### config.mk
export PLATFORM = sky130hd
export DESIGN_NAME = link_lane_status_eval
export DESIGN_NICKNAME = d
export VERILOG_FILES = /design/src/rtl/lsev_pkg.sv /design/src/rtl/lsev_capture.sv /design/src/rtl/lsev_lane_slice.sv /design/src/rtl/lsev_verdict.sv /design/src/rtl/link_lane_status_eval.sv
export SDC_FILE = /design/constraint.sdc
export NUM_CORES = 1
export LEC_CHECK = 0
export ABC_AREA = 0
export BUFFER_PORTS_ARGS = -buffer_cell sky130_fd_sc_hd__buf_2
export CAP_MARGIN = 20
export CORE_MARGIN = 4
export CORE_UTILIZATION = 49
export CTS_CLUSTER_DIAMETER = 200
export DETAILED_ROUTE_END_ITERATION = 12
export GPL_TIMING_DRIVEN = 0
export PLACE_DENSITY = 0.8
export REMOVE_ABC_BUFFERS = 1
export SLEW_MARGIN = 40
export SYNTH_ARGS = -nofsm -noshare
export SYNTH_HDL_FRONTEND = slang
export SYNTH_HIERARCHICAL = 1
export SYNTH_SLANG_ARGS = --single-unit
### constraint.sdc
create_clock -name clk -period 1.2 [get_ports clk]
set_input_delay 0.12 -clock clk [delete_from_list [all_inputs] [get_ports clk]]
set_output_delay 0.12 -clock clk [all_outputs]
set_load 0.01 [all_outputs]
### src/rtl/lsev_pkg.sv
package lsev_pkg;

  localparam int BYTE_W = 8;
  localparam int NIB_W  = 4;

  // nibble bit meanings
  localparam int NB_CR   = 0;
  localparam int NB_EQ   = 1;
  localparam int NB_LOCK = 2;

  // a count is usable when it is a non-zero power of two not above the lane budget
  function automatic logic count_supported(input int unsigned cnt,
                                           input int unsigned max_lanes);
    return (cnt != 0) && (cnt <= max_lanes) && ((cnt & (cnt - 1)) == 0);
  endfunction

  function automatic logic lane_is_active(input int unsigned cnt,
                                          input int unsigned lane,
                                          input int unsigned max_lanes);
    return count_supported(cnt, max_lanes) && (lane < cnt);
  endfunction

  // all three per-lane completion bits present
  function automatic logic lane_eq_complete(input logic [NIB_W-1:0] nib);
    return nib[NB_CR] & nib[NB_EQ] & nib[NB_LOCK];
  endfunction

endpackage

### src/rtl/lsev_capture.sv
module lsev_capture #(
  parameter int SNAP_W = 48,
  parameter int CNT_W  = 3
) (
  input  logic              clk,
  input  logic              rst_n,
  input  logic              stat_valid,
  input  logic [SNAP_W-1:0] stat_bytes,
  input  logic [CNT_W-1:0]  lane_cnt,
  output logic [SNAP_W-1:0] snap_q,
  output logic [CNT_W-1:0]  cnt_q,
  output logic              cap_valid
);

  always_ff @(posedge clk or negedge rst_n) begin
    if (!rst_n) begin
      snap_q    <= '0;
      cnt_q     <= '0;
      cap_valid <= 1'b0;
    end else begin
      cap_valid <= stat_valid;
      if (stat_valid) begin
        snap_q <= stat_bytes;
        cnt_q  <= lane_cnt;
      end
    end
  end

  // a strobe always produces a capture marker on the following cycle
  assert_capture_follows_strobe_R8: assert property (
    @(posedge clk) disable iff (!rst_n)
    stat_valid |=> cap_valid);

  // without a strobe the captured snapshot stays put
  assert_snapshot_held_R9: assert property (
    @(posedge clk) disable iff (!rst_n)
    !stat_valid |=> ($stable(snap_q) && $stable(cnt_q)));

endmodule

### src/rtl/lsev_lane_slice.sv
module lsev_lane_slice
  import lsev_pkg::*;
(
  input  logic [NIB_W-1:0] raw_nib,
  input  logic             active,
  output logic [NIB_W-1:0] shown_nib,
  output logic             cr_pass,
  output logic             eq_pass
);

  // inactive lanes read as zero and never veto a verdict
  always_comb begin
    if (active) begin
      shown_nib = raw_nib;
      cr_pass   = raw_nib[NB_CR];
      eq_pass   = lane_eq_complete(raw_nib);
    end else begin
      shown_nib = '0;
      cr_pass   = 1'b1;
      eq_pass   = 1'b1;
    end
  end

endmodule

### src/rtl/lsev_verdict.sv
module lsev_verdict
  import lsev_pkg::*;
#(
  parameter int MAX_LANES = 4
) (
  input  logic                       clk,
  input  logic                       rst_n,
  input  logic                       cap_valid,
  input  logic                       cnt_ok,
  input  logic                       align_done,
  input  logic [MAX_LANES-1:0]       cr_vec,
  input  logic [MAX_LANES-1:0]       eq_vec,
  input  logic [MAX_LANES*NIB_W-1:0] nib_vec,
  output logic [MAX_LANES*NIB_W-1:0] lane_nib,
  output logic                       cr_ok,
  output logic                       eq_ok,
  output logic                       res_done
);

  logic cr_next;
  logic eq_next;

  assign cr_next = cnt_ok & (&cr_vec);
  assign eq_next = cr_next & align_done & (&eq_vec);

  always_ff @(posedge clk or negedge rst_n) begin
    if (!rst_n) begin
      lane_nib <= '0;
      cr_ok    <= 1'b0;
      eq_ok    <= 1'b0;
      res_done <= 1'b0;
    end else begin
      res_done <= cap_valid;
      if (cap_valid) begin
        lane_nib <= nib_vec;
        cr_ok    <= cr_next;
        eq_ok    <= eq_next;
      end
    end
  end

  // equalization can only be reported once clock recovery is reported
  assert_eq_needs_cr_R5: assert property (
    @(posedge clk) disable iff (!rst_n)
    eq_ok |-> cr_ok);

  // done is high exactly one cycle after each capture
  assert_done_tracks_capture_R8: assert property (
    @(posedge clk) disable iff (!rst_n)
    cap_valid |=> res_done);

  assert_done_only_after_capture_R8: assert property (
    @(posedge clk) disable iff (!rst_n)
    !cap_valid |=> !res_done);

  // results hold while nothing new has been captured
  assert_results_held_R9: assert property (
    @(posedge clk) disable iff (!rst_n)
    !cap_valid |=> ($stable(cr_ok) && $stable(eq_ok) && $stable(lane_nib)));

  // an unusable lane count clears both verdicts and every nibble
  assert_bad_count_clears_R7: assert property (
    @(posedge clk) disable iff (!rst_n)
    (cap_valid && !cnt_ok) |=> (!cr_ok && !eq_ok && (lane_nib == '0)));

  // a missing alignment bit blocks the equalization verdict
  assert_align_gates_eq_R5: assert property (
    @(posedge clk) disable iff (!rst_n)
    (cap_valid && !align_done) |=> !eq_ok);

endmodule

### src/rtl/link_lane_status_eval.sv
module link_lane_status_eval
  import lsev_pkg::*;
#(
  parameter int MAX_LANES  = 4,
  parameter int SNAP_BYTES = 6,
  parameter int ALIGN_BYTE = 2,
  parameter int ALIGN_BIT  = 0,
  localparam int SNAP_W    = SNAP_BYTES * BYTE_W,
  localparam int CNT_W     = $clog2(MAX_LANES) + 1,
  localparam int NIBS_W    = MAX_LANES * NIB_W,
  localparam int LANE_BYTES = (MAX_LANES + 1) / 2
) (
  input  logic              clk,
  input  logic              rst_n,
  input  logic              stat_valid,
  input  logic [SNAP_W-1:0] stat_bytes,
  input  logic [CNT_W-1:0]  lane_cnt,
  output logic [NIBS_W-1:0] lane_nib,
  output logic              cr_ok,
  output logic              eq_ok,
  output logic              res_done
);

  logic [SNAP_W-1:0]    snap_q;
  logic [CNT_W-1:0]     cnt_q;
  logic                 cap_valid;
  logic                 cnt_ok;
  logic                 align_done;
  logic [MAX_LANES-1:0] cr_vec;
  logic [MAX_LANES-1:0] eq_vec;
  logic [NIBS_W-1:0]    nib_vec;
  logic                 unused_snap;

  lsev_capture #(
    .SNAP_W (SNAP_W),
    .CNT_W  (CNT_W)
  ) u_capture (
    .clk        (clk),
    .rst_n      (rst_n),
    .stat_valid (stat_valid),
    .stat_bytes (stat_bytes),
    .lane_cnt   (lane_cnt),
    .snap_q     (snap_q),
    .cnt_q      (cnt_q),
    .cap_valid  (cap_valid)
  );

  assign cnt_ok     = count_supported(int'(cnt_q), MAX_LANES);
  assign align_done = snap_q[ALIGN_BYTE*BYTE_W + ALIGN_BIT];

  // bits outside the lane bytes and the alignment flag carry nothing for this block
  assign unused_snap = ^{snap_q[SNAP_W-1:LANE_BYTES*BYTE_W] &
                         ~({(SNAP_W-LANE_BYTES*BYTE_W){1'b0}} |
                           (SNAP_W-LANE_BYTES*BYTE_W)'(1) << ((ALIGN_BYTE-LANE_BYTES)*BYTE_W + ALIGN_BIT))};

  for (genvar g = 0; g < MAX_LANES; g++) begin : g_lane
    localparam int BYTE_IX = g / 2;
    localparam int SHIFT   = (g % 2) * NIB_W;
    logic [NIB_W-1:0] raw;
    logic             active;

    assign raw    = snap_q[BYTE_IX*BYTE_W + SHIFT +: NIB_W];
    assign active = lane_is_active(int'(cnt_q), g, MAX_LANES);

    lsev_lane_slice u_slice (
      .raw_nib   (raw),
      .active    (active),
      .shown_nib (nib_vec[g*NIB_W +: NIB_W]),
      .cr_pass   (cr_vec[g]),
      .eq_pass   (eq_vec[g])
    );
  end

  lsev_verdict #(
    .MAX_LANES (MAX_LANES)
  ) u_verdict (
    .clk        (clk),
    .rst_n      (rst_n),
    .cap_valid  (cap_valid),
    .cnt_ok     (cnt_ok),
    .align_done (align_done),
    .cr_vec     (cr_vec),
    .eq_vec     (eq_vec),
    .nib_vec    (nib_vec),
    .lane_nib   (lane_nib),
    .cr_ok      (cr_ok),
    .eq_ok      (eq_ok),
    .res_done   (res_done)
  );

  // with a single active lane only lane 0 may show a non-zero nibble
  assert_single_lane_masks_R3: assert property (
    @(posedge clk) disable iff (!rst_n)
    (cap_valid && (cnt_q == CNT_W'(1))) |=> (lane_nib[NIBS_W-1:NIB_W] == '0));

  // lane 0 reports the low half of the first captured byte
  assert_lane0_mapping_R2: assert property (
    @(posedge clk) disable iff (!rst_n)
    (cap_valid && cnt_ok) |=> (lane_nib[NIB_W-1:0] == $past(snap_q[NIB_W-1:0])));

  // a lane 0 without clock recovery blocks the recovery verdict
  assert_lane0_cr_gate_R4: assert property (
    @(posedge clk) disable iff (!rst_n)
    (cap_valid && !snap_q[NB_CR]) |=> !cr_ok);

endmodule

# Word level (Yosys, flattened, before mapping)
# Index checks and enable logic that the tools add are counted.
dict set report word_totals {
  reg_bits 40
  latchBits 0
  mem_bits_rw 0
  mem_bits_ro 0
  inputBits 54
  out_inout_bits 19
  wordCells 47
  mem_count 0
}
dict set report op_classes {
  addsub 1
  n_mul 0
  n_div 0
  order_cmp 5
  n_eq_ne 0
  shifts 0
  n_mux 12
  bitwise_logic 12
  n_reduce_logical 10
}
# operator n
set op_table {}
lappend op_table {{3-bit by 32-bit bitwise AND with 32-bit output} 1}
lappend op_table {{32-bit zero test} 1}
lappend op_table {{4-bit 2-to-1 mux} 4}
lappend op_table {{1-bit bitwise AND} 11}
lappend op_table {{1-bit 2-to-1 mux} 8}
lappend op_table {{4-bit AND reduction} 2}
lappend op_table {{1-bit logical AND} 6}
lappend op_table {{1-bit by 3-bit < comparator with 1-bit output, first input constant} 2}
lappend op_table {{2-bit by 3-bit < comparator with 1-bit output, first input constant} 2}
lappend op_table {{3-bit by 1-bit subtractor with 4-bit output, second input constant} 1}
lappend op_table {{3-bit <= comparator, second input constant} 1}
lappend op_table {{3-bit nonzero test} 1}

# Depth between registers and ports, before layout
dict set report logic_depth {
  ltp_word 10
  ltp_mapped 5
  mapped_depth_nobuf 5
}

# Hierarchy
# The synthesis kept the hierarchy.
# module n_inst cells_each area_each_um2 seq_area_each_um2
set modules_own_cells {}
lappend modules_own_cells {lsev_capture 1 109 2174.6 1301.2}
lappend modules_own_cells {lsev_verdict 1 45 728.2 475.5}
lappend modules_own_cells {lsev_lane_slice 4 7 40.0 0.0}
lappend modules_own_cells {link_lane_status_eval 1 8 56.3 0.0}

# Worst setup path before layout
# OpenSTA, ideal clock, no wires.
dict set report synth_path {
  path_kind {register to register}
  startpoint {register u_capture.cnt_q[1]}
  endpoint {register u_verdict.eq_ok}
  setup_ns 0.131
  t_arrival_ns 1.230
  required_ns 1.069
  path_slack_ns -0.161
  stages_incl_launch_ff 6
  n_path_buf 0
  period_less_slack_ns 1.361
  path_cell_list {dfrtp_1 -> nor3b_1 -> nand2b_1 -> and4_1 -> nand3_2 -> o32ai_2}
}
dict set report synth_via {
  elab_chain_cells 10
  elab_cells_between_ends 28
}
# element line_no
set synth_rtl {}
lappend synth_rtl {{from (decl)} lsev_capture.sv:11} ;# output logic [CNT_W-1:0] cnt_q,
lappend synth_rtl {{from (signal assigned)} lsev_capture.sv:24} ;# cnt_q <= lane_cnt;
lappend synth_rtl {{3-bit by 1-bit subtractor with 4-bit output} lsev_pkg.sv:14} ;# return (cnt != 0) && (cnt <= max_lanes) && ((cnt & (cnt - 1)) == 0);
lappend synth_rtl {{3-bit by 32-bit bitwise AND with 32-bit output} lsev_pkg.sv:14}
lappend synth_rtl {{32-bit zero test} lsev_pkg.sv:14}
lappend synth_rtl {{1-bit logical AND} lsev_pkg.sv:14}
lappend synth_rtl {{1-bit logical AND (*)} lsev_pkg.sv:20} ;# return count_supported(cnt, max_lanes) && (lane < cnt);
lappend synth_rtl {{via g_lane[2].active} link_lane_status_eval.sv:60} ;# logic active;
lappend synth_rtl {{1-bit 2-to-1 mux (*)} lsev_lane_slice.sv:13} ;# if (active) begin
lappend synth_rtl {{via cr_vec[2]} link_lane_status_eval.sv:29} ;# logic [MAX_LANES-1:0] cr_vec;
lappend synth_rtl {{4-bit AND reduction (*)} lsev_verdict.sv:23} ;# assign cr_next = cnt_ok & (&cr_vec);
lappend synth_rtl {{1-bit bitwise AND (*)} lsev_verdict.sv:23}
lappend synth_rtl {{1-bit bitwise AND (*) (2 in a row)} lsev_verdict.sv:24} ;# assign eq_next = cr_next & align_done & (&eq_vec);
lappend synth_rtl {{to (signal assigned)} lsev_verdict.sv:37} ;# eq_ok <= eq_next;
lappend synth_rtl {{to (decl)} lsev_verdict.sv:16} ;# output logic eq_ok,
# Mark *: on every way through the listed nets, which the timed path passes. The rest lies on a longest branch.
# A chain may end at the register's enable or synchronous reset.

# Worst setup path after layout
dict set report layout_path {
  startpoint {register u_capture.cnt_q[2]}
  endpoint {register u_verdict.lane_nib[0]}
}
dict set report layout_via {
  elab_chain_cells 6
  elab_cells_between_ends 10
}
# element line_no
set layout_rtl {}
lappend layout_rtl {{3-bit by 1-bit subtractor with 4-bit output} lsev_pkg.sv:14}
lappend layout_rtl {{3-bit by 32-bit bitwise AND with 32-bit output} lsev_pkg.sv:14}
lappend layout_rtl {{32-bit zero test} lsev_pkg.sv:14}
lappend layout_rtl {{1-bit logical AND} lsev_pkg.sv:14}
lappend layout_rtl {{1-bit logical AND (*)} lsev_pkg.sv:20}
lappend layout_rtl {{via g_lane[0].active} link_lane_status_eval.sv:60}
lappend layout_rtl {{4-bit 2-to-1 mux (*)} lsev_lane_slice.sv:13}
lappend layout_rtl {{via nib_vec[0]} link_lane_status_eval.sv:31} ;# logic [NIBS_W-1:0] nib_vec;
lappend layout_rtl {{to (signal assigned)} lsev_verdict.sv:35} ;# lane_nib <= nib_vec;
lappend layout_rtl {{to (decl)} lsev_verdict.sv:14} ;# output logic [MAX_LANES*NIB_W-1:0] lane_nib,
# Marks and branches as above.

==> flow_summary.yaml <==
status:
  run_status: "finished, violations left"
  failed_checks: "setup timing"
pwr:
  leakage_nw: 1.14
  power_density_nw_per_um2: 1370
  worst_ir_drop_vdd_v: 0.000710
worst_setup_path:
  crit_path_start_kind: "flop"
  cells_traversed_along_the_worst_timing_path: "xor2_2 > o21a_2 > and2_4 > mux2_4"
  critical_path.n_buffers_inverters: 0
  timing.critical_path.max_delay_family: "flip-flops"
  critical_path_endpoint_category: "flop"
  worstPathArrival_ns: 1.59
  critical-path-slowest-cell: "dfrtp_2"
  path_class: "flop to flop"
  slowest_delay_ns: 0.47
  critical_path_required_ns: 1.37
  crit_path_max_fanout: 6
floorplan:
  fp.dieArea_um2: 4790
  design.core.area_um2: 3470
  row_count: 21
  die_w_um: 69.2
  dieHeight_um: 69.2
  design.portCount: 73
  floorplan.initialDensity: 0.530
job:
  cap_viol_max_count: 0
placement:
  gpl.final_weighted_congestion: 0.732
  placed_cells: 207
  dp.final_hpwl_um: 2320
  instance_area_after_placement_um2: 2010
  placement.setup.worst_slack_ns: -0.478
  buffer_ports.inserted: 41
cts:
  clk_pin_slew_ns: 0.08
  maximum_buffer_depth_of_the_clock_tree: 2
  htreeDepth: 2
  cts_buffers: 5
  tritoncts: "built"
  cts_sinks: 40
  clock_root_cell: "clkbuf_8"
  worstSkewPairLatency_ns: 0.29
routing:
  drt_drc_violations_left: 0
  vias_per_cell: 5.10
  ant_nets: 0
  dr_total_vias: 1123
  firstDrtPassIters: 4
  post_drt_wl_per_cell_um: 15.8
  first_iter_violations: 67
  wirelength_um: 3480
final_layout:
  diodes: 0
  fill_cells: 285
  drive_above_1_share: 0.615
  area_growth_pct: 22.4
  finish.net_count: 227
  finish.instance_area_um2: 2250
  post_layout_nonfiller_instances: 220
sta:
  hold_viol: 0
  fmaxAchievable_mhz: 704
  maxSlewViolCount: 0
  final.setup.worst_slack_ns: -0.220
  worst_pin_slew_ns: 0.674
  finalSetupViolations: 17
  fin_setup_tns_ns: -2.20
  post_layout_minimum_cycle_time_ns: 1.42
  grt_setup_unrepaired: "true"
  clock-skew-final_ns: 0.00771
  max_slew_margin: 0.551
  final_min_period_over_clock_period: 1.18
global_routing:
  groute.usage.overall: 0.152
  grt_pass1_wl_um: 5850
  grt_antenna_before_repair: 0
  grt_max_degree: 41
  overflow: 0
  first_global_vias: 1179
synthesis:
  syn_area_per_cell_um2: 14.6
  synth-warning-count: 6
  synth_area_um2: 1840
  syn-instance-count: 126
min_path:
  holdCritPathClass: "input pin to flop"
==> final cells by class <==
type,instances,area [um^2],share of cell area
Timing Repair Buffer,46,251,0.112
Clock buffer,8,90.1,0.0400
Tap cell,46,57.6,0.0256
Sequential cell,40,1010,0.448
Multi-Input combinational cell,78,835,0.371
Inverter,2,7.51,0.00334
==> cells in the final DEF (no fill, tap or decap) <==
cell            n
and2_1          9
o21a_2          1
o32ai_2         1
nand2_1         4
dfrtp_4         1
xnor2_1         1
o21a_1          1
mux2_2          8
buf_6           1
dfrtp_1        36
clkbuf_8        6
xor2_2          1
dlygate4sd3_1   1
and4_1          1
mux2_4         28
nand3_2         2
inv_1           2
buf_4           4
clkbuf_1        2
and2_4          7
dfrtp_2         3
nand3_1         4
nor2_2          1
buf_2          40
nand2_2         1
o21ai_1         2
nor3b_4         2
nand2b_1        4
==> worst reg2reg max path, stage by stage (launching register included) <==
cell and delay [ns]:
dfrtp_2 0.47, xor2_2 0.20, o21a_2 0.25, and2_4 0.15, mux2_4 0.25
==> metrics by stage <==
step	hold WS [ns]	power (mW)	util
6_report	0.0570	3.09	0.649
5_1_grt	0.0378	3.26	0.649
4_1_cts	-0.0230	3.08	0.633
3_5_place_dp	0.284	2.12	0.580
3_3_place_gp	0.264	2.10	0.580
2_1_floorplan	-0.176	1.91	-
==> worst paths after layout <==
check,from,endpoint,slack (ns),depth (start not counted)
setup / recovery,u_capture/cnt_q[2]$_DFFE_PN0P_,u_verdict/lane_nib[0]$_DFFE_PN0P_,-0.22,4
hold / removal,stat_bytes[14],u_capture/snap_q[14]$_DFFE_PN0P_,0.06,2
setup reg to reg,u_capture/cnt_q[2]$_DFFE_PN0P_,u_verdict/lane_nib[0]$_DFFE_PN0P_,-0.22,4
hold reg to reg,u_verdict/lane_nib[6]$_DFFE_PN0P_,u_verdict/lane_nib[6]$_DFFE_PN0P_,0.51,1
max in group asynchronous,rst_n,u_capture/cap_valid$_DFF_PN0_,0.47,2
min in group asynchronous,rst_n,u_capture/snap_q[11]$_DFFE_PN0P_,0.34,2
==> state kept, by name, indices dropped and copies added (netlist names) <==
signal               flops
u_verdict/cr_ok          1
u_capture/cap_valid      1
u_capture/cnt_q          3
u_verdict/lane_nib      16
u_verdict/eq_ok          1
u_verdict/res_done       1
u_capture/snap_q        17
==> per-layer routing <==
layer	vias to the layer above	share of wire	track usage
met5	-	0	0
met4	0	0.0083	0.0325
met3	5	0.057	0.0623
met1	565	0.46	0.206
met2	33	0.48	0.231
li1	520	-	-
==> power breakdown <==
| group | internal (mW) | leakage, nW | switching [mW] | total [mW] |
|---|---|---|---|---|
| sequential | 1.49 | 0.495 | 0.125 | 1.61 |
| combinational | 0.346 | 0.602 | 0.233 | 0.579 |
| clock | 0.469 | 0.0455 | 0.429 | 0.898 |
==> repair_timing <==
item | in CTS | in global routing
endpoints found under the setup margin | 18 | 18
hold endpoints to repair | 40 | 40
pin swaps | 6 | 2
resized for setup | 26 | 7
setup buffers | 2 | 2
Note: power is estimated with default switching activity, not from simulation.
